[config.mk]
export PLATFORM = sky130hd
export DESIGN_NAME = sync_pt_sram
export DESIGN_NICKNAME = d
export VERILOG_FILES = /design/src/rtl/sync_pt_sram_pkg.sv /design/src/rtl/spsr_in_stage.sv /design/src/rtl/spsr_array.sv /design/src/rtl/spsr_out_stage.sv /design/src/rtl/sync_pt_sram.sv
export SDC_FILE = /design/constraint.sdc
export NUM_CORES = 1
export LEC_CHECK = 0
export ABC_AREA = 1
export BUFFER_PORTS_ARGS = -buffer_cell sky130_fd_sc_hd__clkbuf_2
export CORE_MARGIN = 2
export CORE_UTILIZATION = 62
export DETAILED_ROUTE_END_ITERATION = 8
export PLACE_DENSITY_LB_ADDON = 0.08
export SKIP_LAST_GASP = 1
export SYNTH_ARGS = -nofsm -noshare
export SYNTH_HDL_FRONTEND = slang
export SYNTH_SLANG_ARGS = --single-unit
export TNS_END_PERCENT = 10
[constraint.sdc]
create_clock -name clk -period 2.85 [get_ports clk]
set_input_delay 0.1425 -clock clk [delete_from_list [all_inputs] [get_ports clk]]
set_output_delay 0.1425 -clock clk [all_outputs]
set_load 0.02 [all_outputs]
[src/rtl/sync_pt_sram_pkg.sv]
package sync_pt_sram_pkg;

    localparam int DEF_ADDR_W = 6;
    localparam int DEF_WORD_W = 9;

    // captured strobes, stored active high
    typedef struct packed {
        logic wr;
        logic ce;
        logic oe;
    } strobe_t;

    typedef enum logic [1:0] {
        OSEL_HOLD = 2'd0,
        OSEL_READ = 2'd1,
        OSEL_PASS = 2'd2
    } osel_t;

    localparam strobe_t STROBE_IDLE = '{wr: 1'b0, ce: 1'b0, oe: 1'b0};

    function automatic osel_t pick_output(input strobe_t s);
        if (!s.oe)     return OSEL_HOLD;
        else if (s.wr) return OSEL_PASS;
        else           return OSEL_READ;
    endfunction

    function automatic logic array_write(input strobe_t s);
        return s.wr & s.ce;
    endfunction

endpackage

[src/rtl/spsr_in_stage.sv]
module spsr_in_stage
    import sync_pt_sram_pkg::*;
#(
    parameter int ADDR_W = DEF_ADDR_W,
    parameter int WORD_W = DEF_WORD_W
) (
    input  logic              clk,
    input  logic              rst,
    input  logic [ADDR_W-1:0] a_in,
    input  logic [WORD_W-1:0] d_in,
    input  logic              wr_n,
    input  logic              ce_n,
    input  logic              oe_n,
    output logic [ADDR_W-1:0] a_cap,
    output logic [WORD_W-1:0] d_cap,
    output strobe_t           s_cap
);

    always_ff @(posedge clk) begin
        if (rst) begin
            a_cap <= '0;
            d_cap <= '0;
            s_cap <= STROBE_IDLE;
        end else begin
            a_cap    <= a_in;
            d_cap    <= d_in;
            s_cap.wr <= ~wr_n;
            s_cap.ce <= ~ce_n;
            s_cap.oe <= ~oe_n;
        end
    end

endmodule

[src/rtl/spsr_array.sv]
module spsr_array
    import sync_pt_sram_pkg::*;
#(
    parameter int ADDR_W = DEF_ADDR_W,
    parameter int WORD_W = DEF_WORD_W
) (
    input  logic              clk,
    input  logic              we,
    input  logic [ADDR_W-1:0] addr,
    input  logic [WORD_W-1:0] wdata,
    output logic [WORD_W-1:0] rdata
);

    localparam int DEPTH = 1 << ADDR_W;

    logic [WORD_W-1:0] cells [DEPTH];

    always_ff @(posedge clk) begin
        if (we) begin
            cells[addr] <= wdata;
        end
    end

    assign rdata = cells[addr];

endmodule

[src/rtl/spsr_out_stage.sv]
module spsr_out_stage
    import sync_pt_sram_pkg::*;
#(
    parameter int WORD_W = DEF_WORD_W
) (
    input  logic              clk,
    input  logic              rst,
    input  osel_t             sel,
    input  logic [WORD_W-1:0] pass_word,
    input  logic [WORD_W-1:0] read_word,
    output logic [WORD_W-1:0] q_data,
    output logic              q_drive
);

    logic [WORD_W-1:0] next_word;

    always_comb begin
        unique case (sel)
            OSEL_PASS: next_word = pass_word;
            OSEL_READ: next_word = read_word;
            default:   next_word = q_data;
        endcase
    end

    always_ff @(posedge clk) begin
        if (rst) begin
            q_data  <= '0;
            q_drive <= 1'b0;
        end else begin
            q_data  <= next_word;
            q_drive <= (sel != OSEL_HOLD);
        end
    end

endmodule

[src/rtl/sync_pt_sram.sv]
module sync_pt_sram
    import sync_pt_sram_pkg::*;
#(
    parameter int ADDR_W = DEF_ADDR_W,
    parameter int WORD_W = DEF_WORD_W
) (
    input  logic              clk,
    input  logic              rst,
    input  logic [ADDR_W-1:0] a_in,
    input  logic [WORD_W-1:0] d_in,
    input  logic              wr_n,
    input  logic              ce_n,
    input  logic              oe_n,
    output logic [WORD_W-1:0] q_data,
    output logic              q_drive
);

    logic [ADDR_W-1:0] a_cap;
    logic [WORD_W-1:0] d_cap;
    strobe_t           s_cap;
    logic [WORD_W-1:0] rd_word;
    logic              arr_we;
    osel_t             osel;

    spsr_in_stage #(.ADDR_W(ADDR_W), .WORD_W(WORD_W)) u_in (
        .clk   (clk),
        .rst   (rst),
        .a_in  (a_in),
        .d_in  (d_in),
        .wr_n  (wr_n),
        .ce_n  (ce_n),
        .oe_n  (oe_n),
        .a_cap (a_cap),
        .d_cap (d_cap),
        .s_cap (s_cap)
    );

    assign arr_we = array_write(s_cap);
    assign osel   = pick_output(s_cap);

    spsr_array #(.ADDR_W(ADDR_W), .WORD_W(WORD_W)) u_mem (
        .clk   (clk),
        .we    (arr_we),
        .addr  (a_cap),
        .wdata (d_cap),
        .rdata (rd_word)
    );

    spsr_out_stage #(.WORD_W(WORD_W)) u_out (
        .clk       (clk),
        .rst       (rst),
        .sel       (osel),
        .pass_word (d_cap),
        .read_word (rd_word),
        .q_data    (q_data),
        .q_drive   (q_drive)
    );

endmodule

# ---- Word level (Yosys, flattened, before mapping)
# Memories as Yosys holds them, arrays and structs flattened. A register that Yosys moved wholly into a read port is not among the register bits.
# Cells that the tools add are included.
dict set report classes {
  eq_ne 2
  bitwise 4
  mux 6
  reduce_logical 2
}
# operator count
set ops {}
lappend ops {{$pmux 9 s2} 1}
lappend ops {{$mux 6} 1}
lappend ops {{$mux 2} 2}
lappend ops {{$reduce_bool 2->1} 2}
lappend ops {{$not 1->1} 3}
lappend ops {{$eq 2x1->1 const B} 1}
lappend ops {{$eq 2x2->1 const B} 1}
lappend ops {{$mux 1} 2}
lappend ops {{$and 1x1->1} 1}
dict set report word_totals {
  word_cells 22
  regBits 28
  mem_count 1
  ram_bits 576
}
# name words word_bits read_ports rd_clocked_by_memory_dff wr line
set mem_list {}
lappend mem_list {u_mem.cells 64 9 1 1 1 spsr_array.sv:16} ;# logic [WORD_W-1:0] cells [DEPTH];

# ---- Depth between registers and ports, before layout
# Gate-level depths: netlist of the first run.
dict set report depth {
  ltp_word 4
  ltp_mapped 15
  mapped_depth_nobuf 13
}

# ---- By module
# A second synthesis of the first run with hierarchy kept.
dict set report unflattened {
  hier_cells 2562
  area_unflattened_um2 25697.1
}
# mod area_per_inst_um2 instances cells_per_inst
set by_module_without_submodules {}
lappend by_module_without_submodules {spsr_array 24613.6 1 2420}
lappend by_module_without_submodules {spsr_out_stage 550.5 1 83}
lappend by_module_without_submodules {spsr_in_stage 510.5 1 53}
lappend by_module_without_submodules {sync_pt_sram 22.5 1 6}

# ---- Worst setup path before layout of the first run
# No wires, ideal clock.
dict set report synth_timing {
  path_kind {register to register}
  from {register u_in.a_cap[5]}
  to {memory u_mem.cells[55][0] in the netlist's numbering, enable pin}
  setup_ns 0.399
  stages_incl_launch_ff 6
  synth_period_minus_slack_ns 2.299
  t_arrival_ns 1.900
  slack_ns 0.551
  t_required_ns 2.451
  cell_sequence {dfxtp_1 buf_2 inv_1 nor3_4 inv_1 nor4_1}
}
# item line
set synth_lines {}
lappend synth_lines {{from (decl)} spsr_in_stage.sv:14} ;# output logic [ADDR_W-1:0] a_cap,
lappend synth_lines {{from (signal assigned)} spsr_in_stage.sv:25} ;# a_cap <= a_in;
lappend synth_lines {{to (decl)} spsr_array.sv:16}
# No word-level cell before the write port.

# ---- Worst setup path in the final report of the first run
dict set report layout_timing {
  from {register, netlist name u_in.s_cap[2]}
  to {memory u_mem.cells[35][3] in the netlist's numbering, enable pin}
}
dict set report layout_between {
  elab_chain_len 3
}
# item line
set layout_rtl {}
lappend layout_rtl {{$and 1x1->1} sync_pt_sram_pkg.sv:28} ;# return s.wr & s.ce;
lappend layout_rtl {{$mux 1} spsr_array.sv:19} ;# if (we) begin
lappend layout_rtl {{$mux 1 (implied by the code)} spsr_array.sv:20} ;# cells[addr] <= wdata;
# Every way passes these cells.

==> results of run 1 <==
==> per-layer routing <==
metal	track usage	part of all wire	up-vias
met5	0	0	-
met4	0.09770	0.027	0
met3	0.05008	0.091	122
met2	0.4846	0.47	793
met1	0.4418	0.41	8409
li1	-	-	8421
==> registers in the layout, indices dropped and copies added (netlist names) <==
name           count
u_out.q_drive      1
u_in.d_cap         9
u_in.a_cap         6
u_in.s_cap         3
u_out.q_data       9
u_mem.cells      576
==> cells in the final DEF, fill, tap and decap left out, types with 18 or more instances in the layout <==
master and instances:
inv_1 66, a21oi_1 20, nand2_1 1574, dlygate4sd3_1 18, clkbuf_2 29, nand3_1 33, clkbuf_16 61, edfxtp_1 576
buf_4 110, nor2_1 112
==> layout make-up <==
class | instances | share of cell area
flip-flops and latches | 604 | 0.6191
repair buffers | 170 | 0.04887
clock buffers | 67 | 0.05364
inverters | 71 | 0.009575
clock inverters | 40 | 0.01183
well taps | 532 | 0.02305
multi-input cells | 1759 | 0.2340
==> power by group through the flow <==
stage	combinational, W	clock [W]	sequential (W)
floorplan	0.000726	0	0.0100
global placement	0.00117	0	0.0100
detailed placement	0.00118	0	0.0100
CTS	0.00121	0.00771	0.00983
global route	0.00136	0.00803	0.00983
finish	0.00122	0.00764	0.00983
==> path summary, 6_finish.rpt <==
| check | depth (start not counted) | startpoint | end | slack (ns) |
|---|---|---|---|---|
| setup / recovery | 5 | u_in.s_cap[2]$_SDFF_PP0_ | u_mem.cells[35][3]$_DFFE_PP_ | 0.34 |
| hold / removal | 2 | rst | u_out.q_drive$_SDFF_PP0_ | 0.19 |
| hold reg to reg | 2 | u_out.q_data[6]$_SDFFE_PP0P_ | u_out.q_data[6]$_SDFFE_PP0P_ | 0.54 |
| setup reg to reg | 5 | u_in.s_cap[2]$_SDFF_PP0_ | u_mem.cells[35][3]$_DFFE_PP_ | 0.34 |
==> stage by stage <==
stage / power (W) / cells / hold WS, ns / setup WS [ns]
floorplan: 0.01074 / 2549 / 0.2149 / 0.5511
global placement: 0.01118 / 3118 / 0.2998 / 0.4880
detailed placement: 0.01120 / 3118 / 0.3022 / 0.4807
CTS: 0.01875 / 3243 / 0.1723 / 0.4465
global route: 0.01922 / 3243 / 0.2282 / 0.2519
finish: 0.01869 / 3243 / 0.1855 / 0.3435
==> cell families after synthesis <==
group	count (synthesis)	synth area share
AO/OA/AOI/OAI	27	0.005510
AND/OR/NAND/NOR	1731	0.2594
adder cells (fa/ha/maj)	1	0.0004919
flip-flops	604	0.7021
buffers and inverters	186	0.03247
==> impl_metrics.toml, run 1 <==
[synth]
async_reset_ff_frac = 0
synth.cell_area_um2 = 25430
synth_seq_cells = 604
synth_ff_type = "edfxtp_1"
synthCells = 2549
ys_types = 20
synth_most_common_cell = "nand2_1"
yosysSeqAreaShare = 0.7021
synth_commonest_cells = "1,574 x nand2_1, 576 x edfxtp_1, 112 x nor2_1"
yosysWarningCount = 0
synth_top_cell_by_area = "edfxtp_1"
synthesis.nets = 2570
syn_area_per_cell_um2 = 9.978
synth_top_area_share = 0.6801
ys_top_cells_by_area = "edfxtp_1 68%, nand2_1 23%, dfxtp_1 2.2%"
synth_edf_count = 576

[die]
row_count = 74
die_y_um = 206.5
initial_core_util = 0.6257
ios = 30
die_w_um = 206.5
dieArea_um2 = 42660
coreArea_um2 = 40650

[pwr]
combPwrFrac = 0.065
switching_share = 0.2245
power_frac_clock = 0.409
p_switching_w = 0.004197
power.density_nw_per_um2 = 647.3
irDropWorstVdd_uv = 612.4
internal_power_w = 0.01450
p_leak_nw = 11.80
seqPwrFrac = 0.526

[global_routing]
grt_usage = 0.3064
overflow = 0
antenna_found_initial = 0
grt_max_degree = 131
grt_pass1_wl_mm = 97.01
grt_pass1_vias = 16893

[timing]
rsz0062_at_grt = "false"
skew_ns = 0.01754
period_minus_slack_ns = 2.506
period_share = 0.8795
worstMarginPinSlew_ns = 0.9339
finalHoldViolCount = 0
drv_slew = 0
max-slew-margin-rel = 0.3774
timing.fmax_ghz = 0.3990
fin_tns_setup_ns = 0
setup_viol = 0

[critical_path]
slowest_stage = "nand3_1"
cp_top_family = "simple AND/OR/NAND/NOR gates"
endpoint_kind = "flip-flop"
cp_max_fo = 8
startpoint_type = "flip-flop"
arrival_ns = 2.83
critPathRequiredTime_ns = 3.17
cp_slowest_stage_delay_ns = 0.57
crit_type = "reg2reg"
worst-path-buf-inv = 2
path_cells = "nand2_1 > inv_1 > nand3_1 > nor2_1 > buf_4"

[cts]
clk_pin_slew_ns = 0.06
cts_resized = 0
clock_latency_ns = 0.62
cts_tree = "built"
clock_path_buffers = 3
cts_buffers = 59
clock_sinks = 604
hold_buffers = 18
cts_setup_buffers = 0
cts-root-buf = "clkbuf_16"
htreeDepth = 2

[place]
place_area_um2 = 26810
hpwl_mm = 37.98
portBuffers = 29
place.gp.congestion = 0.9122

[finish]
num-fill-cells = 2910
antenna_cells = 0
fin_area_um2 = 28880
multi_input_area_um2 = 6756
layout.nets = 2686
seqCellArea_um2 = 17880
drive_above_1_share = 0.09812
final_util = 0.7105
syn_to_final_growth_pct = 13.54

[route]
wire_per_inst_um = 19.53
via_count = 17745
drc_errors = 0
drt-total-wl_mm = 63.32
drtIter0Drc = 1921
postRouteAntennaNets = 0
firstDrtPassIters = 7
vias_per_cell = 5.472

[run]
max_cap_violations = 0

[min_path]
min_path_type = "in2reg"

[status]
status = "finished, final reports clean"
(Power assumes the default switching activity.)
==> inputs of run 2 (changes only) <==
--- a/config.mk
+++ b/config.mk
@@ -5,7 +5,6 @@
 export SDC_FILE = /design/constraint.sdc
 export NUM_CORES = 1
 export LEC_CHECK = 0
-export ABC_AREA = 1
 export BUFFER_PORTS_ARGS = -buffer_cell sky130_fd_sc_hd__clkbuf_2
 export CORE_MARGIN = 2
 export CORE_UTILIZATION = 62
==> impl_metrics.toml, run 2 <==
[status]
status = "finished, final reports clean"

[cts]
cts_resized = 0
cts-root-buf = "clkbuf_16"
cts_buffers = 56
clock_sinks = 604
htreeDepth = 2
clock_latency_ns = 0.62
cts_tree = "built"
clk_pin_slew_ns = 0.07
clock_path_buffers = 3

[timing]
rsz0062_at_grt = "false"
drv_slew = 0
period_share = 0.9996
skew_ns = 0.02689
timing.fmax_ghz = 0.3510
worstMarginPinSlew_ns = 1.359
max-slew-margin-rel = 0.08709
period_minus_slack_ns = 2.849
fin_tns_setup_ns = 0
setup_viol = 0
fin_ws_ns = 0.001192
finalHoldViolCount = 0

[finish]
mostFrequentLayoutCells = "576 x edfxtp_1, 163 x buf_4, 91 x nor2_1, 84 x mux2i_1, 57 x clkbuf_16"
largestRegisters = "u_mem.cells (576), u_in.d_cap (9), u_out.q_data (9)"
layout_commonest_cell = "edfxtp_1"
drive_above_1_share = 0.2435
largest_reg_flops = 576
fin_area_um2 = 27380
antenna_cells = 0
layout.nets = 1591
largest-register = "u_mem.cells"
syn_to_final_growth_pct = 15.84
num-fill-cells = 2343

[critical_path]
arrival_ns = 3.37
timing.rr.start = "u_in.a_cap[5]$_SDFF_PP0_"
cp_max_fo = 16
cp-startpoint = "u_in.a_cap[5]$_SDFF_PP0_"
rrSetupSlack_ns = 0.001
endpoint_kind = "flip-flop"
r2r_cells = 5
r2r-end = "u_out.q_data[6]$_SDFFE_PP0P_"
critPathRequiredTime_ns = 3.37
worstSetupEndpoint = "u_out.q_data[6]$_SDFFE_PP0P_"
startpoint_type = "flip-flop"
crit_type = "reg2reg"

[route]
drc_errors = 0
firstDrtPassIters = 6
drtIter0Drc = 2040
wire_per_inst_um = 31.69
drt-total-wl_mm = 67.34
via_count = 14328
postRouteAntennaNets = 0
vias_per_cell = 6.743

[place]
place_area_um2 = 25330
post-place-ws_ns = 0.1889
hpwl_mm = 43.25
portBuffers = 29
place.gp.congestion = 0.9623

[pwr]
switching_share = 0.2134
power_frac_clock = 0.411
internal_power_w = 0.01457
irDropWorstVdd_uv = 563.2
p_switching_w = 0.003953
p_total_w = 0.01852
power.density_nw_per_um2 = 676.4
combPwrFrac = 0.057
p_leak_nw = 8.344
seqPwrFrac = 0.532

[synth]
ys_top_cells_by_area = "edfxtp_1 73%, mux2i_1 3.6%, mux2_2 2.7%"
synth_top_cell_by_area = "edfxtp_1"
synth_most_common_cell = "edfxtp_1"
syn_area_per_cell_um2 = 17.04
yosysWarningCount = 0
synth_seq_cells = 604
synth_fa_ha_area_frac = 0.0005293
synth_compound_area_frac = 0.08930
synth_mux_area_frac = 0.08670
synth_top_area_share = 0.7317
synth_top_family_by_area = "compound AO/OA/AOI/OAI gates"
async_reset_ff_frac = 0
synth_simple_gate_area_frac = 0.04441
synth_xor_area_frac = 0
synth_commonest_cells = "576 x edfxtp_1, 92 x nor2_1, 84 x mux2i_1"
ys_types = 65
synth_edf_count = 576
yosysSeqAreaShare = 0.7555
synthCells = 1387
synth.cell_area_um2 = 23640
synthesis.nets = 1408
synth_ff_type = "edfxtp_1"

[die]
coreArea_um2 = 37580
die_y_um = 199.3
die_w_um = 199.3
initial_core_util = 0.6290
ios = 30
dieArea_um2 = 39700
row_count = 71

[global_routing]
grt_pass1_vias = 13984
antenna_found_initial = 2
overflow = 0
grt_max_degree = 40
grt_pass1_wl_mm = 95.99
grt_usage = 0.3482

[run]
max_cap_violations = 0

[min_path]
min_path_type = "in2reg"
## run 2: cell count changes after synthesis, sizes merged, moves of 27 or more
cell    before  now
a221oi       0   53
a22oi        0   46
buf         99   65
inv         70    4
mux2         0   57
mux2i        0   84
nand2     1574   52
nor2b        0   27
o21ai        5   34
o22ai        0   27
## run 2: power by group through the flow
stage / logic (W) / clock network (W) / registers, W
after floorplan: 0.000536 / 0 / 0.0100
after global placement: 0.000984 / 0 / 0.0100
after detailed placement: 0.000992 / 0 / 0.0100
after CTS: 0.00102 / 0.00763 / 0.00986
after global routing: 0.00110 / 0.00795 / 0.00986
final: 0.00106 / 0.00761 / 0.00986
## run 2: how the worst min path moves through the flow
stage | slack, ns | to | depth (start not counted) | start
final | 0.22 | u_in.s_cap[2]$_SDFF_PP0_ | 3 | wr_n
after global routing | 0.25 | u_in.s_cap[1]$_SDFF_PP0_ | 3 | ce_n
after CTS | 0.21 | u_in.s_cap[2]$_SDFF_PP0_ | 3 | wr_n
after detailed placement | 0.30 | u_in.s_cap[0]$_SDFF_PP0_ | 2 | oe_n
after global placement | 0.30 | u_in.s_cap[0]$_SDFF_PP0_ | 2 | oe_n
after floorplan | 0.21 | u_in.s_cap[0]$_SDFF_PP0_ | 1 | oe_n
## run 2: cell type report
type / instances / area [µm²] / share of cell area
Multi-Input combinational cell: 682 / 5238 / 0.1913
Clock inverter: 39 / 410.4 / 0.01499
Tap cell: 511 / 639.4 / 0.02335
Clock buffer: 63 / 1449 / 0.05291
Timing Repair Buffer: 220 / 1744 / 0.06370
Inverter: 6 / 22.52 / 0.0008225
Sequential cell: 604 / 17880 / 0.6530
## run 2: per-layer routing
layer	global-route usage	part of all wire	up-vias
met2	0.5276	0.46	1024
met1	0.4790	0.37	7144
met4	0.1639	0.050	0
met3	0.08945	0.11	209
li1	-	-	5951
met5	0	0	-
## run 2: worst max-delay path, cell delays in order, from the launching register on
cell and delay, ns:
dfxtp_1 0.55, nor3_1 1.14, a22oi_1 0.17, o21ai_0 0.54, a211oi_1 0.12, a211oi_1 0.23
## run 2: logic make-up (layout without fill, tap and decap cells)
group | Yosys count | count (layout)
multiplexers | 166 | 166
flip-flops | 604 | 604
adder cells (fa/ha/maj) | 1 | 1
buffers and inverters | 101 | 328
AND/OR/NAND/NOR | 226 | 226
AO/OA/AOI/OAI | 289 | 289
## run 2: what timing repair did
action / 4_1_cts / 5_1_grt
hold buffers: 18 / 0
buffers inserted: 0 / 1
hold endpoints to repair: 18 / 0
endpoints found under the setup margin: 0 / 1
## run 2: stage by stage
step | hold WS (ns) | cells | utilization
after CTS | 0.2068 | 2124 | 0.7283
after detailed placement | 0.3014 | 2004 | 0.6740
after global routing | 0.2464 | 2125 | 0.7287
after floorplan | 0.2149 | 1387 | -
final | 0.2214 | 2125 | 0.7287
after global placement | 0.2999 | 2004 | 0.6740
==> inputs of run 3 (changes only) <==
--- a/config.mk
+++ b/config.mk
@@ -5,11 +5,12 @@
 export SDC_FILE = /design/constraint.sdc
 export NUM_CORES = 1
 export LEC_CHECK = 0
-export BUFFER_PORTS_ARGS = -buffer_cell sky130_fd_sc_hd__clkbuf_2
+export BUFFER_PORTS_ARGS = -buffer_cell sky130_fd_sc_hd__buf_2
 export CORE_MARGIN = 2
 export CORE_UTILIZATION = 62
 export DETAILED_ROUTE_END_ITERATION = 8
 export PLACE_DENSITY_LB_ADDON = 0.08
+export RECOVER_POWER = 50
 export SKIP_LAST_GASP = 1
 export SYNTH_ARGS = -nofsm -noshare
 export SYNTH_HDL_FRONTEND = slang
==> impl_metrics.toml, run 3 (synthesized netlist as in run 2, its figures left out) <==
[global_routing]
grt_pass1_vias = 13743
grt_pass1_wl_mm = 95.77
grt_usage = 0.3463
grt_max_degree = 52
antenna_found_initial = 0
overflow = 0

[cts]
cts-root-buf = "clkbuf_16"
clock_latency_ns = 0.62
cts_buffers = 57
clk_pin_slew_ns = 0.07
cts_tree = "built"
clock_sinks = 604
clock_path_buffers = 3
hold_buffers = 18
htreeDepth = 2
cts_setup_buffers = 0
cts_resized = 0

[place]
place_area_um2 = 25370
portBuffers = 29
place.gp.congestion = 0.9964
hpwl_mm = 43.81

[route]
drc_errors = 0
drtIter0Drc = 2123
postRouteAntennaNets = 0
via_count = 14325
firstDrtPassIters = 6
drt-total-wl_mm = 66.77
wire_per_inst_um = 31.30
vias_per_cell = 6.716

[timing]
drv_slew = 0
setup_viol = 0
rsz0062_at_grt = "false"
skew_ns = 0.02717
finalHoldViolCount = 0
worstMarginPinSlew_ns = 1.413
period_share = 0.9642
period_minus_slack_ns = 2.748
max-slew-margin-rel = 0.05669
fin_tns_setup_ns = 0
timing.fmax_ghz = 0.3639

[finish]
largest-register = "u_mem.cells"
layout_commonest_cell = "edfxtp_1"
antenna_cells = 0
syn_to_final_growth_pct = 15.71
layout.nets = 1595
fin_area_um2 = 27350
largestRegisters = "u_mem.cells (576), u_in.d_cap (9), u_out.q_data (9)"
drive_above_1_share = 0.2281
mostFrequentLayoutCells = "576 x edfxtp_1, 151 x buf_4, 91 x nor2_1, 84 x mux2i_1, 58 x clkbuf_16"
largest_reg_flops = 576

[critical_path]
critPathRequiredTime_ns = 3.38
crit_type = "reg2reg"
cp_max_fo = 19
startpoint_type = "flip-flop"
cp-startpoint = "u_in.a_cap[1]$_SDFF_PP0_"
arrival_ns = 3.28
r2r-end = "u_out.q_data[6]$_SDFFE_PP0P_"
r2r_cells = 7
rrSetupSlack_ns = 0.10
endpoint_kind = "flip-flop"
timing.rr.start = "u_in.a_cap[1]$_SDFF_PP0_"

[die]
dieArea_um2 = 39700
die_w_um = 199.3
die_y_um = 199.3
ios = 30
coreArea_um2 = 37580
row_count = 71
initial_core_util = 0.6290

[min_path]
min_to = "u_out.q_drive$_SDFF_PP0_"
holdPathStages = 2
min_from = "rst"
min_path_type = "in2reg"

[run]
max_cap_violations = 0

[pwr]
p_leak_nw = 8.285
p_total_w = 0.01853
power.density_nw_per_um2 = 677.4
irDropWorstVdd_uv = 593.1

[status]
status = "finished, final reports clean"
==> run 3: cell types whose count changed in the layout (fill, tap and decap cells not counted), sizes merged <==
cell and delta:
clkinv -3, buf +6, clkbuf +6, bufinv -2
clkinvlp +1
==> run 3: layer usage <==
metal	GRT usage	wire length, µm	up-vias
met3	0.07494	7208	187
li1	-	-	5954
met1	0.4939	26020	7222
met2	0.5270	30760	962
met4	0.1415	2781	0
met5	0	0	-
==> run 3: worst max path at each step <==
| stage | endpoint | cells after the start | slack [ns] |
|---|---|---|---|
| 6_report | u_out.q_data[6]$_SDFFE_PP0P_ | 7 | 0.10 |
| 4_1_cts | u_out.q_data[1]$_SDFFE_PP0P_ | 6 | 0.21 |
| 3_5_place_dp | u_out.q_data[1]$_SDFFE_PP0P_ | 6 | 0.25 |
| 2_1_floorplan | u_mem.cells[0][0]$_DFFE_PP_ | 8 | 0.59 |
| 5_1_grt | u_out.q_data[6]$_SDFFE_PP0P_ | 7 | 0.18 |
| 3_3_place_gp | u_out.q_data[1]$_SDFFE_PP0P_ | 6 | 0.33 |
==> run 3: final cells by class <==
type / instances / area (µm²)
clock buffer: 72 / 1534
sequential: 604 / 17870
clock inverter: 35 / 357.8
fill: 2320 / 10230
multi-input combinational: 682 / 5238
timing repair buffer: 223 / 1690
tap: 511 / 639.4
inverter: 6 / 22.52
==> run 3: through the flow <==
| stage | util | cells | setup slack [ns] | hold slack (ns) |
|---|---|---|---|---|
| after floorplan | - | 1387 | 0.5943 | 0.2149 |
| final | 0.7278 | 2133 | 0.1020 | 0.07015 |
| after detailed placement | 0.6752 | 2008 | 0.2484 | 0.3047 |
| after global placement | 0.6752 | 2008 | 0.3283 | 0.3004 |
| after global routing | 0.7278 | 2133 | 0.1778 | 0.08657 |
| after CTS | 0.7303 | 2133 | 0.2136 | 0.04137 |
==> run 3: worst max-delay path, cell delays in order, from the launching register on <==
cell      delay, ns
dfxtp_4        0.60
nor2b_2        0.68
buf_4          0.32
a22oi_1        0.17
o221a_2        0.28
o22ai_1        0.23
a211oi_1       0.10
a211oi_1       0.25
==> run 3: report_power, final <==
| group | internal [W] | switching (W) | total, W | leakage [nW] |
|---|---|---|---|---|
| Combinational | 0.000374 | 0.000666 | 0.00104 | 2.61 |
| Sequential | 0.00975 | 0.000115 | 0.00986 | 4.75 |
| Clock | 0.00444 | 0.00319 | 0.00763 | 0.928 |
| Total | 0.0146 | 0.00397 | 0.0185 | 8.29 |
